File: src/rtl/sws_pkg.sv
package sws_pkg;

  typedef enum logic [1:0] {
    SEL_IDLE     = 2'd0,
    SEL_LO       = 2'd1,
    SEL_HI       = 2'd2,
    SEL_UNMAPPED = 2'd3
  } reg_sel_e;

endpackage

File: src/rtl/sws_addr_decode.sv
module sws_addr_decode
  import sws_pkg::*;
#(
  parameter int ADDR_W  = 4,
  parameter int LO_ADDR = 0,
  parameter int HI_ADDR = 1
) (
  input  logic              rd_en,
  input  logic [ADDR_W-1:0] rd_addr,
  output reg_sel_e          sel
);

  localparam logic [ADDR_W-1:0] LoOff = ADDR_W'(LO_ADDR);
  localparam logic [ADDR_W-1:0] HiOff = ADDR_W'(HI_ADDR);

  always_comb begin
    if (!rd_en)                sel = SEL_IDLE;
    else if (rd_addr == LoOff) sel = SEL_LO;
    else if (rd_addr == HiOff) sel = SEL_HI;
    else                       sel = SEL_UNMAPPED;
  end

endmodule

File: src/rtl/sws_live_buf.sv
module sws_live_buf #(
  parameter int WORD_W = 48
) (
  input  logic              clk,
  input  logic              rst,
  input  logic              word_vld,
  input  logic [WORD_W-1:0] word_data,
  output logic [WORD_W-1:0] live_q
);

  always_ff @(posedge clk) begin
    if (rst)           live_q <= '0;
    else if (word_vld) live_q <= word_data;
  end

endmodule

File: src/rtl/sws_snapshot.sv
module sws_snapshot
  import sws_pkg::*;
#(
  parameter int HI_W = 16
) (
  input  logic            clk,
  input  logic            rst,
  input  reg_sel_e        sel,
  input  logic [HI_W-1:0] live_hi,
  output logic [HI_W-1:0] shadow_q,
  output logic            pending_q
);

  // The shadow loads only on a low read; incoming words never reach it.
  always_ff @(posedge clk) begin
    if (rst) begin
      shadow_q  <= '0;
      pending_q <= 1'b0;
    end else begin
      case (sel)
        SEL_LO: begin
          shadow_q  <= live_hi;
          pending_q <= 1'b1;
        end
        SEL_HI:  pending_q <= 1'b0;
        default: ;
      endcase
    end
  end

  AST_SHADOW_FROZEN: assert property (@(posedge clk) disable iff (rst)
    (sel != SEL_LO) |=> $stable(shadow_q));

  AST_LOCK_ON_LOW: assert property (@(posedge clk) disable iff (rst)
    (sel == SEL_LO) |=> (pending_q && shadow_q == $past(live_hi)));

  AST_RELEASE_ON_HIGH: assert property (@(posedge clk) disable iff (rst)
    (sel == SEL_HI) |=> !pending_q);

  AST_UNMAPPED_NO_LOCK: assert property (@(posedge clk) disable iff (rst)
    (sel == SEL_UNMAPPED) |=> $stable(pending_q));

endmodule

File: src/rtl/sws_rd_port.sv
module sws_rd_port
  import sws_pkg::*;
#(
  parameter int REG_W = 32,
  parameter int HI_W  = 16
) (
  input  logic             clk,
  input  logic             rst,
  input  reg_sel_e         sel,
  input  logic [REG_W-1:0] live_lo,
  input  logic [HI_W-1:0]  shadow,
  input  logic             pending,
  output logic [REG_W-1:0] rd_data_q
);

  localparam int PAD_W = REG_W - HI_W;

  logic [REG_W-1:0] hi_view;
  assign hi_view = pending ? {{PAD_W{1'b0}}, shadow} : '0;

  always_ff @(posedge clk) begin
    if (rst) begin
      rd_data_q <= '0;
    end else begin
      case (sel)
        SEL_LO:       rd_data_q <= live_lo;
        SEL_HI:       rd_data_q <= hi_view;
        SEL_UNMAPPED: rd_data_q <= '0;
        default:      ;
      endcase
    end
  end

  AST_RSVD_ZERO: assert property (@(posedge clk) disable iff (rst)
    (sel == SEL_HI) |=> (rd_data_q[REG_W-1:HI_W] == '0));

  AST_HOLD_IDLE: assert property (@(posedge clk) disable iff (rst)
    (sel == SEL_IDLE) |=> $stable(rd_data_q));

  AST_UNMAPPED_ZERO: assert property (@(posedge clk) disable iff (rst)
    (sel == SEL_UNMAPPED) |=> (rd_data_q == '0));

endmodule

File: src/rtl/sws_snapshot_regs.sv
module sws_snapshot_regs
  import sws_pkg::*;
#(
  parameter int WORD_W  = 48,
  parameter int REG_W   = 32,
  parameter int ADDR_W  = 4,
  parameter int LO_ADDR = 0,
  parameter int HI_ADDR = 1
) (
  input  logic              clk,
  input  logic              rst,
  input  logic              word_vld,
  input  logic [WORD_W-1:0] word_data,
  input  logic              rd_en,
  input  logic [ADDR_W-1:0] rd_addr,
  output logic [REG_W-1:0]  rd_data
);

  localparam int HI_W = WORD_W - REG_W;

  generate
    if (HI_W < 1 || HI_W >= REG_W) begin : g_bad_split
      $error("WORD_W must lie strictly between REG_W and 2*REG_W");
    end
  endgenerate

  reg_sel_e          sel;
  logic [WORD_W-1:0] live_word;
  logic [HI_W-1:0]   shadow;
  logic              pending;

  sws_addr_decode #(
    .ADDR_W (ADDR_W),
    .LO_ADDR(LO_ADDR),
    .HI_ADDR(HI_ADDR)
  ) u_decode (
    .rd_en  (rd_en),
    .rd_addr(rd_addr),
    .sel    (sel)
  );

  sws_live_buf #(
    .WORD_W(WORD_W)
  ) u_live (
    .clk      (clk),
    .rst      (rst),
    .word_vld (word_vld),
    .word_data(word_data),
    .live_q   (live_word)
  );

  sws_snapshot #(
    .HI_W(HI_W)
  ) u_snap (
    .clk      (clk),
    .rst      (rst),
    .sel      (sel),
    .live_hi  (live_word[WORD_W-1:REG_W]),
    .shadow_q (shadow),
    .pending_q(pending)
  );

  sws_rd_port #(
    .REG_W(REG_W),
    .HI_W (HI_W)
  ) u_rd (
    .clk      (clk),
    .rst      (rst),
    .sel      (sel),
    .live_lo  (live_word[REG_W-1:0]),
    .shadow   (shadow),
    .pending  (pending),
    .rd_data_q(rd_data)
  );

  AST_LOW_READ_VALUE: assert property (@(posedge clk) disable iff (rst)
    (rd_en && rd_addr == ADDR_W'(LO_ADDR)) |=>
      (rd_data == $past(live_word[REG_W-1:0])));

  AST_HIGH_UNLOCKED_ZERO: assert property (@(posedge clk) disable iff (rst)
    (rd_en && rd_addr == ADDR_W'(HI_ADDR) && !pending) |=> (rd_data == '0));

  AST_HIGH_MATCHES_SHADOW: assert property (@(posedge clk) disable iff (rst)
    (rd_en && rd_addr == ADDR_W'(HI_ADDR) && pending) |=>
      (rd_data[HI_W-1:0] == $past(shadow)));

endmodule

File: config.mk
export PLATFORM = sky130hd
export DESIGN_NAME = sws_snapshot_regs
export DESIGN_NICKNAME = d
export VERILOG_FILES = /design/src/rtl/sws_pkg.sv /design/src/rtl/sws_addr_decode.sv /design/src/rtl/sws_live_buf.sv /design/src/rtl/sws_snapshot.sv /design/src/rtl/sws_rd_port.sv /design/src/rtl/sws_snapshot_regs.sv
export SDC_FILE = /design/constraint.sdc
export NUM_CORES = 1
export LEC_CHECK = 0
export BUFFER_PORTS_ARGS = -buffer_cell sky130_fd_sc_hd__clkbuf_2
export CAP_MARGIN = 20
export CORE_MARGIN = 4
export CORE_UTILIZATION = 31
export DETAILED_ROUTE_END_ITERATION = 8
export GPL_ROUTABILITY_DRIVEN = 0
export GPL_TIMING_DRIVEN = 0
export SYNTH_ARGS = -nofsm -noshare
export SYNTH_HDL_FRONTEND = slang
export SYNTH_HIERARCHICAL = 1
export SYNTH_SLANG_ARGS = --single-unit
File: constraint.sdc
create_clock -name clk -period 4.6 [get_ports clk]
set_clock_uncertainty 0.05 [all_clocks]
set_input_delay 0.46 -clock clk [delete_from_list [all_inputs] [get_ports clk]]
set_output_delay 0.46 -clock clk [all_outputs]
set_load 0.01 [all_outputs]
==> impl_metrics.py, run 1 <==
metrics = {
    "worst_setup_path": {
        "cp-start-kind": "input pin",
        "end_kind": "flop",
        "cp-startpoint": "rd_addr[3]",
        "crit_chain": "clkbuf_2 > nor3_1 > a21boi_0 > buf_6 > buf_2 > buf_4 > mux2i_1 > nor2_1",
        "path_class": "input pin to flop",
        "critPathBufInv": 4,
        "slowest_stage": "a21boi_0",
        "crit_path_max_incr_delay_ns": 0.49,
        "crit_arrival_ns": 2.04,
        "rr_startpoint": "u_snap/pending_q",
        "worstPathRequired_ns": 4.78,
        "cp_max_fo": 10,
        "crit_family": "buffers and inverters",
    },
    "finish": {
        "nets": 519,
        "drive_gt1_share_pct": 27.5,
        "post-route-util_pct": 39.7,
        "stdcell_area_sq_um": 4810,
        "n_antenna_cell": 0,
        "final_common_cell": "dfxtp_1",
        "instances_no_fill": 634,
        "syn_to_final_growth_pct": 24.3,
        "final_cell_mix": "dfxtp_1, clkbuf_2, mux2i_1, nor2_1",
    },
    "detailed_routing": {
        "drtPass1Iterations": 4,
        "ant_nets": 0,
        "vias": 2882,
        "wl_per_cell_um": 14.8,
        "drt_iter0_drc": 81,
        "wl_um": 9380,
        "drc": 0,
        "vias_per_cell": 4.55,
    },
    "synth": {
        "synthCells": 365,
        "avgSynthCellArea_sq_um": 10.6,
        "ys.warnings.count": 6,
        "synth_seq_cells": 97,
        "ys_seq_area_share_pct": 50.2,
        "synth_top_cell_by_area": "dfxtp_1",
        "synthDistinctLibCells": 22,
        "yosysTopAreaCellShare_pct": 50.2,
        "synthesis.nets": 423,
        "netlist_area_sq_um": 3870,
        "synth.area.top_cells": "dfxtp_1, mux2i_1, nor2_1",
    },
    "global_routing": {
        "grt_max_degree": 17,
        "antenna_found_initial": 0,
        "grt_pass1_wl_um": 15100,
        "grt_pass1_vias": 2963,
        "grt_usage_pct": 13.4,
        "gr-total-overflow": 0,
    },
    "sta": {
        "max_freq_mhz": 537,
        "period_needed_ns": 1.86,
        "slew-limit-headroom_pct": 60.2,
        "setup_viol": 0,
        "worst_pin_slew_ns": 0.591,
        "finalMaxSlewViolations": 0,
        "finalHoldViolations": 0,
        "fin_ws_ns": 2.74,
        "whs_ns": 0.302,
        "finalCritPeriodShare_pct": 40.5,
        "tns_ns": 0,
        "grt_setup_unrepaired": "false",
    },
    "floorplan": {
        "dieWidth_um": 120,
        "rows": 40,
        "start_util_pct": 32.0,
        "ios": 88,
        "core_sq_um": 12100,
        "die_y_um": 120,
        "die_area_sq_um": 14300,
    },
    "power_and_ir_drop": {
        "p_leak_nw": 2.10,
        "power_per_cell_area_nw_per_um2": 379,
        "peakVddDrop_mv": 0.147,
        "total_power_mw": 1.83,
    },
    "placement": {
        "dpl_cell_area_sq_um": 4510,
        "pre_cts_ws_ns": 2.42,
        "place_inst": 618,
        "place_hpwl_um": 7130,
        "portBuffers": 85,
    },
    "clocking": {
        "holdBufCountCts": 0,
        "numCtsBuffers": 9,
        "h-tree-depth": 3,
        "cts_setup_buffers": 0,
        "clock_path_buffers": 2,
        "clk_latency_ns": 0.34,
        "cts.sinks": 97,
        "clk_pin_slew_ns": 0.07,
        "post_cts_resized": 0,
        "clock-root-buffer": "clkbuf_16",
        "tritoncts": "done",
    },
    "run": {
        "cap_violations": 0,
    },
    "hold_path": {
        "hold_start": "rst",
        "hp-class": "input pin to flop",
    },
    "run_status": {
        "status": "completed",
    },
}
flip-flops by register name (all words and copies together) (netlist names):
signal	cells
u_live/live_q	48
u_rd/rd_data_q	32
u_snap/shadow_q	16
u_snap/pending_q	1
report_power, final:
group	switching, mW	internal [mW]
registers	0.0195	0.875
clock network	0.317	0.437
logic	0.0917	0.0864
total	0.428	1.40
path summary, 6_finish.rpt:
path,cells past startpoint,slack [ns],to
min reg2reg,2,0.42,u_snap/pending_q
min,2,0.30,u_snap/shadow_q[15]
max,8,2.74,u_rd/rd_data_q[26]
max reg2reg,4,3.28,u_rd/rd_data_q[15]
per-layer routing:
layer / up-vias / share of wire (%) / wire, um / global-route usage (%)
li1: 1471 / - / - / -
met3: 14 / 3.3 / 310 / 2.50
met2: 59 / 48 / 4470 / 21.8
met5: - / 0 / 0 / 0
met1: 1338 / 47 / 4400 / 17.0
met4: 0 / 2.1 / 200 / 6.37
kinds of logic (layout without fill, tap and decap cells):
family	Yosys count	after routing	synth area share (%)
AO/OA/AOI/OAI	19	19	3.20
flip-flops	97	97	50.2
AND/OR/NAND/NOR	132	132	18.6
buffers and inverters	35	136	6.66
multiplexers	80	80	20.7
adder cells (fa/ha/maj)	2	2	0.646
final cells by class:
type / instances / area (sq um)
fillers: 1233 / 7300
flip-flops and latches: 97 / 1940
multi-input cells: 233 / 1670
repair buffers: 85 / 425
plain buffers: 33 / 250
clock buffers: 10 / 239
well taps: 168 / 210
clock inverters: 6 / 67.6
inverters: 2 / 7.51
Yosys cell counts:
library cell / instances
buf_6: 4
buf_12: 4
nor2_1: 80
buf_2: 13
nand2_1: 1
a31oi_1: 16
a21oi_1: 1
dfxtp_1: 97
nor3_1: 1
or3b_1: 15
a21boi_0: 1
mux2i_1: 80
nand3b_1: 16
ha_1: 2
or2_1: 1
clkbuf_1: 8
nand4b_1: 16
buf_4: 4
o41a_1: 1
or2_2: 1
or3b_2: 1
inv_1: 2
No activity file was read; power rests on OpenSTA's default activity.
==> run 2: changes to the inputs <==
Settings changed: ABC_AREA set to 1.
Clock period 4.6 ns to 1.6 ns, I/O delays scaled along.
==> impl_metrics.py, run 2 <==
metrics = {
    "clocking": {
        "clk_pin_slew_ns": 0.07,
        "holdBufCountCts": 0,
        "clk_latency_ns": 0.34,
        "h-tree-depth": 3,
        "post_cts_resized": 0,
        "cts.sinks": 97,
        "tritoncts": "done",
        "clock-root-buffer": "clkbuf_16",
        "cts_setup_buffers": 0,
        "clock_path_buffers": 2,
        "numCtsBuffers": 9,
    },
    "hold_path": {
        "hold_start": "word_data[31]",
        "hp-class": "input pin to flop",
    },
    "detailed_routing": {
        "wl_met3_um": 575,
        "wl_met1_um": 4640,
        "drt_iter0_drc": 115,
        "dr_wl_met2_um": 4400,
        "wl_um": 9750,
        "drc": 0,
        "wl_per_cell_um": 10.7,
        "vias": 3710,
        "highest_layer": "met4",
        "vias_per_cell": 4.07,
        "drtPass1Iterations": 4,
        "ant_nets": 0,
    },
    "synth": {
        "synthCells": 633,
        "synthTopCellsByCount": "nand2_1, nor2_1, dfxtp_1",
        "yosysMostFrequentCell": "nand2_1",
        "synth_ff_type": "dfxtp_1",
        "synth_edf_count": 0,
        "ys.warnings.count": 6,
        "yosysTopAreaCellShare_pct": 45.8,
        "synth_seq_cells": 97,
        "async_flop_share_pct": 0,
        "synth.area.top_cells": "dfxtp_1, nand2_1, nor2_1",
        "netlist_area_sq_um": 4240,
        "avgSynthCellArea_sq_um": 6.70,
        "ys_seq_area_share_pct": 45.8,
        "synthesis.nets": 691,
        "synth_top_cell_by_area": "dfxtp_1",
        "synthDistinctLibCells": 18,
    },
    "global_routing": {
        "grt_pass1_vias": 3534,
        "antenna_found_initial": 0,
        "grt_pass1_wl_um": 16500,
        "grt_usage_pct": 13.0,
        "grt_max_degree": 17,
        "gr-total-overflow": 0,
    },
    "placement": {
        "place_hpwl_um": 7480,
        "portBuffers": 86,
    },
    "sta": {
        "max_freq_mhz": 748,
        "whs_ns": 0.0296,
        "finalCritPeriodShare_pct": 83.6,
        "period_needed_ns": 1.34,
        "slew-limit-headroom_pct": 61.6,
        "setup_viol": 0,
        "worst_pin_slew_ns": 0.577,
        "tns_ns": 0,
        "finalHoldViolations": 0,
        "finalMaxSlewViolations": 0,
        "grt_setup_unrepaired": "false",
    },
    "floorplan": {
        "rows": 42,
        "die_y_um": 125,
        "start_util_pct": 31.9,
        "core_sq_um": 13300,
        "die_area_sq_um": 15600,
        "ios": 88,
        "dieWidth_um": 125,
    },
    "finish": {
        "final_cell_mix": "nand2_1, nor2_1, dfxtp_1",
        "top_regs": "u_live/live_q: 48 flops, u_rd/rd_data_q: 32 flops, u_snap/shadow_q: 16 flops",
        "regMostFlops": "u_live/live_q",
        "syn_to_final_growth_pct": 22.6,
        "drive_gt1_share_pct": 21.6,
        "nets": 788,
        "final_common_cell": "nand2_1",
        "post-route-util_pct": 39.1,
        "largest_reg_flops": 48,
        "n_antenna_cell": 0,
    },
    "worst_setup_path": {
        "rr_startpoint": "u_snap/pending_q",
        "cp-start-kind": "input pin",
        "crit_chain": "clkbuf_2 > nor2_2 > a21oi_2 > inv_1 > ha_1 > buf_6 > nor2_1 > nor2_1",
        "worstPathRequired_ns": 1.79,
        "path_common_cell": "nor2_1",
        "path_class": "input pin to flop",
        "crit_arrival_ns": 1.52,
        "crit_path_max_incr_delay_ns": 0.47,
        "cp-startpoint": "rd_addr[3]",
        "end_kind": "flop",
        "slowest_stage": "a21oi_2",
        "rrSetupSlack_ns": 0.46,
        "cp_max_fo": 10,
    },
    "power_and_ir_drop": {
        "total_power_mw": 5.46,
        "power_per_cell_area_nw_per_um2": 1050,
        "p_leak_nw": 2.67,
        "peakVddDrop_mv": 0.559,
    },
    "run": {
        "cap_violations": 0,
    },
    "run_status": {
        "status": "completed",
    },
}
run 2: changes by cell type in the layout (fill, tap and decap cells not counted), sizes merged, moves of 3 or more:
cell,delta
a21oi,+17
a31oi,-16
buf,+3
inv,+71
mux2i,-80
nand2,+210
nand3,+16
nand3b,-16
nand4b,-16
nor2,+103
or3b,-16
run 2: metal layers:
layer | track usage, % | up-vias
li1 | - | 2046
met1 | 16.1 | 1588
met2 | 21.4 | 64
met3 | 4.48 | 12
met4 | 3.83 | 0
met5 | 0 | -
run 2: layout make-up:
type                       instances  area, sq um
fill                            1474         8100
clock buffer                      10          239
timing repair buffer              86          430
clock inverter                     6         66.3
tap                              176          220
multi-input combinational        430         1780
buffer                            33          239
sequential                        97         1940
inverter                          73          274
run 2: worst max-delay path: cells and delay by family:
kind	cells	cell delay (ns)
AO/OA/AOI/OAI	1	0.47
adder cells (fa/ha/maj)	1	0.30
buffers and inverters	3	0.36
AND/OR/NAND/NOR	3	0.22
run 2: power breakdown:
group          total, mW  internal (mW)  switching [mW]
Clock               2.20           1.26           0.943
Sequential          2.62           2.55          0.0710
Combinational      0.637          0.259           0.378
Total               5.46           4.07            1.39
run 2: worst paths after layout:
path                   endpoint  depth (start not counted)
min           u_live/live_q[31]                          5
max reg2reg   u_rd/rd_data_q[7]                          6
min reg2reg  u_rd/rd_data_q[24]                          2
max          u_snap/shadow_q[3]                          8
run 2: logic make-up after synthesis:
group                    after synthesis  share of synthesized area, %
buffers and inverters                106                          12.1
AND/OR/NAND/NOR                      410                          39.2
AO/OA/AOI/OAI                         18                          2.30
flip-flops                            97                          45.8
adder cells (fa/ha/maj)                2                         0.590
run 2: metrics by stage:
| stage | cell area [sq um] | setup WS [ns] | cells |
|---|---|---|---|
| finish | 5190 | 0.263 | 911 |
| global route | 5190 | 0.124 | 911 |
| CTS | 5190 | 0.253 | 911 |
| detailed placement | 4890 | -0.0931 | 895 |
| global placement | 4890 | -0.0766 | 895 |
| floorplan | 4240 | 0.198 | 633 |
==> run 3: changes to the inputs <==
Clock period 1.6 ns to 1.3 ns, I/O delays scaled along.
==> impl_metrics.py, run 3 (same netlist as run 2, synthesis figures left out) <==
metrics = {
    "sta": {
        "finalCritPeriodShare_pct": 89.0,
        "grt_setup_unrepaired": "false",
        "finalMaxSlewViolations": 0,
        "slew-limit-headroom_pct": 66.4,
        "max_freq_mhz": 864,
        "finalHoldViolations": 0,
        "setup_viol": 0,
        "whs_ns": 0.0107,
        "worst_pin_slew_ns": 0.504,
        "period_needed_ns": 1.16,
        "tns_ns": 0,
    },
    "finish": {
        "top_regs": "u_live/live_q: 48 flops, u_rd/rd_data_q: 32 flops, u_snap/shadow_q: 16 flops",
        "syn_to_final_growth_pct": 25.5,
        "drive_gt1_share_pct": 21.3,
        "largest_reg_flops": 48,
        "regMostFlops": "u_live/live_q",
        "n_antenna_cell": 0,
        "final_cell_mix": "nand2_1, nor2_1, dfxtp_1",
        "n_fill_cell": 1477,
        "final_common_cell": "nand2_1",
        "nets": 794,
    },
    "worst_setup_path": {
        "worstPathRequired_ns": 1.49,
        "crit_path_max_incr_delay_ns": 0.32,
        "path_class": "input pin to flop",
        "cp-start-kind": "input pin",
        "reg2reg_depth": 5,
        "crit_arrival_ns": 1.34,
        "slowest_stage": "a21oi_4",
        "cp_max_fo": 10,
        "r2r-end": "u_rd/rd_data_q[15]",
        "rrSetupSlack_ns": 0.23,
        "end_kind": "flop",
        "crit_chain": "clkbuf_2 > nor2_1 > a21oi_4 > inv_1 > ha_1 > buf_6 > nor2_1 > nor2_2",
        "crit_family": "buffers and inverters",
        "rr_startpoint": "u_snap/pending_q",
        "critPathBufInv": 3,
        "path_common_cell": "nor2_1",
    },
    "global_routing": {
        "grt_max_degree": 17,
        "grt_usage_pct": 12.9,
        "gr-total-overflow": 0,
        "grt_pass1_wl_um": 16500,
        "antenna_found_initial": 0,
        "grt_pass1_vias": 3635,
    },
    "power_and_ir_drop": {
        "power_per_cell_area_nw_per_um2": 1330,
        "pwr-share-clk_pct": 43.2,
        "p_leak_nw": 2.71,
        "power.switching_mw": 1.69,
        "total_power_mw": 7.10,
        "p_seq_share_pct": 45.5,
        "share_comb_of_total_power_pct": 11.3,
        "peakVddDrop_mv": 0.628,
        "p_int_mw": 5.41,
        "p_sw_share_pct": 23.8,
    },
    "detailed_routing": {
        "ant_nets": 0,
        "vias_per_cell": 4.14,
        "wl_um": 9740,
        "drc": 0,
        "drtPass1Iterations": 4,
        "vias": 3794,
        "drt_iter0_drc": 150,
        "wl_per_cell_um": 10.6,
    },
    "floorplan": {
        "start_util_pct": 31.9,
        "die_area_sq_um": 15600,
        "die_y_um": 125,
        "ios": 88,
        "rows": 42,
        "dieWidth_um": 125,
        "core_sq_um": 13300,
    },
    "clocking": {
        "tritoncts": "done",
        "clock-root-buffer": "clkbuf_16",
        "clock_path_buffers": 2,
        "h-tree-depth": 3,
        "clk_pin_slew_ns": 0.07,
        "clk_latency_ns": 0.34,
        "cts.sinks": 97,
        "numCtsBuffers": 9,
    },
    "placement": {
        "portBuffers": 86,
        "place_hpwl_um": 7450,
    },
    "hold_path": {
        "hp-class": "input pin to flop",
        "whs_path_depth": 5,
        "whs_endpoint": "u_live/live_q[38]",
        "hold_start": "word_data[38]",
    },
    "run": {
        "cap_violations": 0,
    },
    "run_status": {
        "status": "completed",
    },
}
## run 3: worst max-delay path by stage
| stage | startpoint | depth (start not counted) | slack (ns) | end |
|---|---|---|---|---|
| floorplan | rd_addr[1] | 7 | 0.03 | u_snap/shadow_q[14] |
| global placement | rd_addr[0] | 10 | -0.21 | u_rd/rd_data_q[16] |
| detailed placement | rd_addr[0] | 10 | -0.24 | u_rd/rd_data_q[16] |
| CTS | rd_addr[0] | 10 | 0.13 | u_rd/rd_data_q[16] |
| global route | rd_addr[0] | 10 | 0.03 | u_rd/rd_data_q[29] |
| finish | rd_addr[1] | 8 | 0.14 | u_snap/shadow_q[14] |
## run 3: metal layers
metal,routed length [um],global-route usage (%),part of all wire [%]
met5,0,0,0
met4,99,3.06,1.0
met3,593,4.01,6.1
met2,4480,21.9,46
met1,4570,16.1,47
## run 3: through the flow
stage | instance area, sq um | cells | utilization [%] | worst slack (ns)
after global routing | 5320 | 917 | 40.0 | 0.0251
after global placement | 4900 | 895 | 36.8 | -0.213
after floorplan | 4250 | 633 | - | 0.0326
after detailed placement | 4900 | 895 | 36.8 | -0.236
final | 5320 | 917 | 40.0 | 0.142
after CTS | 5320 | 918 | 40.0 | 0.132
## run 3: power groups by stage
stage / sequential [mW] / clock, mW / combinational (mW)
2_1_floorplan: 3.29 / 0 / 0.547
3_5_place_dp: 3.30 / 0 / 0.799
4_1_cts: 3.23 / 3.15 / 0.818
5_1_grt: 3.25 / 3.28 / 0.929
6_report: 3.23 / 3.07 / 0.802
3_3_place_gp: 3.29 / 0 / 0.789
## run 3: final cells by class
type	instances	area (sq um)	share of cell area [%]
Timing Repair Buffer	93	500	9.41
Inverter	73	274	5.15
Buffer	32	238	4.47
Multi-Input combinational cell	430	1790	33.7
Sequential cell	97	1940	36.5
Clock inverter	6	115	2.16
Clock buffer	10	239	4.49
Tap cell	176	220	4.14
## run 3: repair_timing
item,in CTS,in global routing
gates resized for setup,0,1
hold buffers,7,0
hold endpoints to repair,8,0
endpoints found under the setup margin,0,2
setup buffers,0,0
## run 3: tightest hold or removal path, stage by stage
cell and delay [ns]:
clkbuf_2 0.08, inv_1 0.04, nand2_1 0.04, nand2_1 0.05
nor2_1 0.03
